[config.mk]
export PLATFORM = sky130hd
export DESIGN_NAME = seq_mult
export DESIGN_NICKNAME = d
export VERILOG_FILES = /design/src/rtl/seq_mult.sv
export SDC_FILE = /design/constraint.sdc
export NUM_CORES = 1
export LEC_CHECK = 0
export BUFFER_PORTS_ARGS = -buffer_cell sky130_fd_sc_hd__buf_2
export CAP_MARGIN = 30
export CORE_MARGIN = 1.5
export CORE_UTILIZATION = 23
export CTS_CLUSTER_DIAMETER = 120
export DETAILED_ROUTE_END_ITERATION = 12
export GPL_TIMING_DRIVEN = 0
export PLACE_DENSITY_LB_ADDON = 0.05
export SLEW_MARGIN = 20
export SYNTH_ARGS = -nofsm -noshare
export SYNTH_HDL_FRONTEND = slang
export SYNTH_SLANG_ARGS = --single-unit
export TNS_END_PERCENT = 30
[constraint.sdc]
create_clock -name clk -period 2.85 [get_ports clk]
set_input_delay 0.57 -clock clk [delete_from_list [all_inputs] [get_ports clk]]
set_output_delay 0.57 -clock clk [all_outputs]
set_load 0.01 [all_outputs]
[src/rtl/seq_mult.sv]
module seq_mult #(
  parameter int W = 32
) (
  input  logic           clk,
  input  logic           rst_n,
  input  logic           start,
  input  logic           signed_mode,
  input  logic [W-1:0]   multiplicand,
  input  logic [W-1:0]   multiplier,
  output logic           busy,
  output logic           done,
  output logic [2*W-1:0] product
);
  localparam int CW = $clog2(W);

  logic [W-1:0]   mcand;
  logic [2*W-1:0] acc;
  logic           prev, sgn_q;
  logic [CW-1:0]  step;

  wire accept = start && !busy;

  wire [W:0] hi_ext = sgn_q ? {acc[2*W-1], acc[2*W-1:W]} : {1'b0, acc[2*W-1:W]};
  wire [W:0] mc_ext = sgn_q ? {mcand[W-1], mcand} : {1'b0, mcand};

  wire do_sub = sgn_q && acc[0] && !prev;
  wire do_add = sgn_q ? (!acc[0] && prev) : acc[0];

  wire [W:0] upd = do_sub ? hi_ext - mc_ext :
                   do_add ? hi_ext + mc_ext : hi_ext;

  always_ff @(posedge clk or negedge rst_n) begin
    if (!rst_n) begin
      mcand <= '0;
      acc   <= '0;
      prev  <= 1'b0;
      sgn_q <= 1'b0;
      step  <= '0;
      busy  <= 1'b0;
      done  <= 1'b0;
    end else begin
      done <= 1'b0;
      if (accept) begin
        mcand <= multiplicand;
        acc   <= {{W{1'b0}}, multiplier};
        prev  <= 1'b0;
        sgn_q <= signed_mode;
        step  <= '0;
        busy  <= 1'b1;
      end else if (busy) begin
        acc  <= {upd, acc[W-1:1]};
        prev <= acc[0];
        step <= step + 1'b1;
        if (step == CW'(W-1)) begin
          busy <= 1'b0;
          done <= 1'b1;
        end
      end
    end
  end

  assign product = acc;

  logic [CW:0] run_len;
  always_ff @(posedge clk or negedge rst_n) begin
    if (!rst_n)       run_len <= '0;
    else if (accept)  run_len <= '0;
    else if (busy)    run_len <= run_len + 1'b1;
  end

  assert_run_length_R2: assert property (@(posedge clk) disable iff (!rst_n)
    done |-> run_len == (CW+1)'(W));

  assert_done_pulse_R6: assert property (@(posedge clk) disable iff (!rst_n)
    done |=> !done);

  assert_done_after_busy_R6: assert property (@(posedge clk) disable iff (!rst_n)
    done |-> (!busy && $past(busy)));

  assert_operand_frozen_R7: assert property (@(posedge clk) disable iff (!rst_n)
    busy |=> $stable(mcand));

  assert_hold_idle_R8: assert property (@(posedge clk) disable iff (!rst_n)
    (!busy && !start) |=> $stable(product));

  assert_mode_frozen_R9: assert property (@(posedge clk) disable iff (!rst_n)
    busy |=> $stable(sgn_q));
endmodule

Yosys cells after proc, flatten, opt, wreduce, memory -nomap -nowiden. Index checks and enable logic that the tools add are counted.

Register bits after elaboration: 105. Input port bits: 68. Output and inout port bits: 66. Logic and storage cells: 36.

Add/sub/neg operators: 3. Equality and inequality tests: 1. Muxes and demuxes: 17. Reduce and logical (&&, ||, !) cells: 8.

Operators with widths (number): two-way mux 33 bit (4); two-way mux 64 bit (2); adder 33 bit (1); subtractor 33 bit (1); two-way mux 5 bit (2); two-way mux 1 bit (9); adder 5 x 1 -> 5 bit, second input constant (1); == test 5 bit, second input constant (1); logical AND 1 bit (4); logical NOT 1 bit (3); nonzero test 2 bit (1).

Longest topological paths before layout.
Depth after elaboration: 7. Mapped depth: 13. Mapped depth without buffers: 13.

Worst setup path after synthesis. OpenSTA, ideal clock, no wires.

Path kind: register -> register. From: register acc[32], in the netlist product[32]. To: register acc[61], in the netlist product[61]. Library setup time: 0.122 ns. Arrival: 2.738 ns. Required time: 2.728 ns. Path slack: -0.009 ns. Cell stages (with the launch flop): 13. Path buffers: 0. Clock period less this slack: 2.859 ns. Path through: dfrtp_1 -> ha_1 -> inv_1 -> fa_1 -> o21ba_1 -> nor4_1 -> o31a_1 -> a211o_1 -> a21o_1 -> a21oi_2 -> o41ai_1 -> or3_1 -> a32o_1.

Word-level cells in the longest chain between the ends: 6. Elaborated cells between the ends (all ways): 7. Those cells by class: 2 x add/sub; 5 x mux.

RTL lines: start, declared (RTL line 17) `logic [2*W-1:0] acc;`; start signal, assigned (RTL line 45) `acc <= {{W{1'b0}}, multiplier};`; start signal, assigned (RTL line 51) `acc <= {upd, acc[W-1:1]};`; two-way mux 33 bit * (RTL line 23) `wire [W:0] hi_ext = sgn_q ? {acc[2*W-1], acc[2*W-1:W]} : {1'b0, acc[2*W-1:W]};`; adder 33 bit (RTL line 30) `do_add ? hi_ext + mc_ext : hi_ext;`; two-way mux 33 bit (RTL line 30); two-way mux 33 bit * (RTL line 29) `wire [W:0] upd = do_sub ? hi_ext - mc_ext :`; two-way mux 64 bit * (RTL line 50) `end else if (busy) begin`; two-way mux 64 bit * (RTL line 43) `if (accept) begin`.

Mark *: on every way between the ends. The rest lies on a longest branch, timed or not. The select of a mux whose other input is x is not followed. A chain may end at the register's enable or synchronous reset.

Worst setup path after layout.
From: register acc[39], in the netlist product[39]. To: register acc[61], in the netlist product[61].

The elaborated chain is that of the path after synthesis.

==> flow_results.org <==
** Placement
- Dpl hpwl :: 24.3 mm
- The count of buffers added on input and output ports is 132.
- The congestion estimate from routability-driven global placement came to 0.839.
- After detailed placement, the design holds a cell count of 1,600.
- Post-place setup slack :: -0.889 ns

** Synth
- In this run, synthesis inferred 0 flip-flops with an integrated enable.
- Synthesis produced a netlist whose cell count is 1,004.
- The synthesized design spends more area on one cell type than any other, namely sky130_fd_sc_hd__dfrtp_1.
- Post-Synthesis Net Count :: 1,140
- Ranked by total cell area, the synthesized netlist is headed by sky130_fd_sc_hd__dfrtp_1 (32%), sky130_fd_sc_hd__ha_1 (10%), sky130_fd_sc_hd__o21ai_0 (6.7%).
- In this run the mean area of a mapped cell was 8.19 um2.
- Yosys warning total :: 0
- For this run, the register share of the synthesized area comes to 32.0%.
- Library cell with the highest instance count after synthesis :: sky130_fd_sc_hd__nand2_1
- Total of flip-flops plus latches after synthesis :: 105
- The number of different library cells used by synthesis comes to 71.
- Ys async rst share :: 100%
- By count the netlist is led by sky130_fd_sc_hd__nand2_1 (127), sky130_fd_sc_hd__o21ai_0 (110), sky130_fd_sc_hd__dfrtp_1 (105).
- Dominant register cell in the synthesized netlist :: sky130_fd_sc_hd__dfrtp_1
- Area share of the largest cell type after synthesis :: 32.0%
- After synthesis the cells add up to 8220 um2.

** Clocking
- CTS max path bufs :: 2
- Buffers inserted during clock tree synthesis total 9.
- After clock tree synthesis, the clock-pin slew on the worst setup and hold paths is 0.09 ns.
- In this run, post-CTS hold repair placed 0 buffers.
- Number of H-tree branching levels :: 3
- The clock reaches the later pin of the worst-skew pair after 0.39 ns.
- TritonCTS clock tree :: done
- Cell chosen for the clock root :: sky130_fd_sc_hd__clkbuf_16
- CTS sink count :: 105

** Routing
- First DRT Iteration DRCs :: 504
- The first detailed-routing pass took 5 iterations.
- Via total after detailed routing :: 8,073
- Number of nets with antenna violations after detailed routing :: 0
- Avg Vias per Cell :: 4.94
- Summed over all layers, the routed wires come to 33.2 mm.
- Dividing the detail-routed wire length by the instance count gives 20.3 um.
- For this run, design rule violations remaining after detail routing come to 0.

** Setup path
- Critical path type :: flip-flop to flip-flop
- Kind of launch point of the worst setup path :: flip-flop
- Of all nets on the critical path, the largest fanout is 10.
- Worst flop-to-flop path startpoint :: product[39]
- The most critical setup path has its startpoint at product[39].
- Following the worst setup path forward leads to its endpoint at product[61].
- Worst reg-to-reg setup slack :: -0.23 ns
- The number of cells on the worst reg-to-reg path is 11.
- STA puts the critical path data required time at 3.13 ns.
- STA puts the critical path data arrival time at 3.35 ns.
- Crit Reg-Reg Endpoint :: product[61]
- Worst Setup End Kind :: flip-flop

** Flow run
- Reported max-cap violation count :: 0

** STA
- Clock period minus final worst setup slack :: 3.08 ns
- Final hold violations :: 0
- The final max-slew violation count was 0.
- Pin slew with the least headroom to its limit :: 0.949 ns
- Once routing completed, OpenROAD measured the worst setup slack at -0.228 ns.
- Period Utilization, post-route :: 108%
- Setup violations remaining at the end of the flow were counted as 13.
- Setup repair after global routing could not meet its margin everywhere.
- The worst pin sits at a relative slew slack of 36.7%.
- Setup total negative slack on the finished layout was measured at -1.65 ns.
- Fin Clk Skew :: 0.0147 ns
- Fmax :: 325 MHz

** Floorplanning
- 134 I/O pins were placed.
- The die covers 36,900 um2.
- Die W :: 192 um
- Row cnt :: 69
- The core region is 35,400 um2.
- Effective utilization at floorplan :: 23.2%
- Height of the die :: 192 um

** Global routing
- Number of global-route vias before repair :: 8,280
- Entering global routing, the biggest net connects 76 pins.
- Overall overflow remaining after global route :: 0
- For this run, the total global-route usage over all layers was measured as 18.3%.
- The number of antenna violations at the first check in global routing came to 0.
- The first global-routing pass estimated 51.1 mm of wire.

** Hold path
- The worst hold path belongs to the class input port to async pin.

** Finish
- Post-layout net count :: 1,305
- Relative to the synthesized area, the layout overhead comes to 26.5%.
- The count of cells in the finished layout, fillers not included, comes to 1,635.
- 0 antenna diodes ended up in the layout.
- Fraction of layout cells with a size suffix above 1 :: 22.7%

** Outcome
- Failing checks :: setup timing
- Result of the run :: finished with violations
cells in the final DEF (no fill, tap or decap), types with 15 or more instances in the layout:
| cell type | count |
|---|---|
| sky130_fd_sc_hd__a21o_1 | 16 |
| sky130_fd_sc_hd__a21oi_1 | 68 |
| sky130_fd_sc_hd__buf_2 | 136 |
| sky130_fd_sc_hd__buf_4 | 24 |
| sky130_fd_sc_hd__clkbuf_1 | 45 |
| sky130_fd_sc_hd__dfrtp_1 | 98 |
| sky130_fd_sc_hd__ha_1 | 63 |
| sky130_fd_sc_hd__inv_1 | 61 |
| sky130_fd_sc_hd__mux2i_1 | 39 |
| sky130_fd_sc_hd__nand2_1 | 127 |
| sky130_fd_sc_hd__nand3_1 | 15 |
| sky130_fd_sc_hd__nor2_1 | 60 |
| sky130_fd_sc_hd__o21ai_0 | 103 |
| sky130_fd_sc_hd__o221ai_1 | 16 |
| sky130_fd_sc_hd__xnor2_1 | 24 |
metrics by stage:
step	util, %	hold WS [ns]	instance area (um2)
2_1_floorplan	-	0.274	8220
3_3_place_gp	26.7	0.487	9460
5_1_grt	29.4	0.0342	10400
4_1_cts	28.7	0.0349	10100
3_5_place_dp	26.9	0.451	9510
6_report	29.4	0.0337	10400
cells by family (layout without fill, tap and decap cells):
family	count (synthesis)	in the layout	share of synthesized area (%)
compound gates	358	358	28.5
xor+xnor	28	28	2.98
simple gates	269	269	14.4
flops	105	105	32.0
mux	43	43	5.30
buf+inv	133	303	6.29
fa+ha+maj	68	68	10.5
worst min-delay path by stage:
stage	start	endpoint	slack [ns]
2_1_floorplan	rst_n	busy	0.27
6_report	rst_n	mcand[14]	0.03
3_5_place_dp	rst_n	mcand[17]	0.45
4_1_cts	rst_n	mcand[14]	0.03
5_1_grt	rst_n	mcand[14]	0.03
3_3_place_gp	step[4]	step[4]	0.49
flip-flops by register name, indices dropped and copies added, names as in the netlist:
register	count
busy	1
step	5
product	64
done	1
sgn_q	1
prev	1
mcand	32
routing by layer:
| metal | wire, um | part of all wire, % | global-route usage [%] | vias to the layer above |
|---|---|---|---|---|
| met1 | 16100 | 49 | 26.0 | 3955 |
| met4 | 453 | 1.4 | 3.94 | 0 |
| met5 | 0 | 0 | 0 | - |
| met3 | 1480 | 4.5 | 2.91 | 24 |
| met2 | 15200 | 46 | 29.2 | 181 |
| li1 | - | - | - | 3913 |
critical path, cell delays in order, from the launching register on:
cell and delay [ns]:
sky130_fd_sc_hd__dfrtp_2 0.48, sky130_fd_sc_hd__ha_1 0.30, sky130_fd_sc_hd__buf_4 0.18, sky130_fd_sc_hd__nand2b_1 0.12
sky130_fd_sc_hd__a221oi_1 0.09, sky130_fd_sc_hd__o31a_1 0.32, sky130_fd_sc_hd__a211o_4 0.36, sky130_fd_sc_hd__a21o_4 0.23
sky130_fd_sc_hd__a21oi_4 0.18, sky130_fd_sc_hd__o41ai_4 0.10, sky130_fd_sc_hd__or3_1 0.33, sky130_fd_sc_hd__a32o_1 0.26
layout make-up:
type | instances | area (um2)
sequential | 105 | 2640
tap | 461 | 577
multi-input combinational | 766 | 5450
clock buffer | 10 | 239
inverter | 65 | 249
clock inverter | 6 | 57.6
buffer | 66 | 294
fill | 3941 | 25000
timing repair buffer | 156 | 891
timing repair:
item | 4_1_cts | 5_1_grt
pin swaps | 16 | 21
setup endpoints to repair | 18 | 30
setup buffers | 9 | 12
resized for setup | 58 | 48
Power is left out: the tool's default activity adds up to more than one toggle a clock period on the data nets, which glitch-free logic cannot reach.
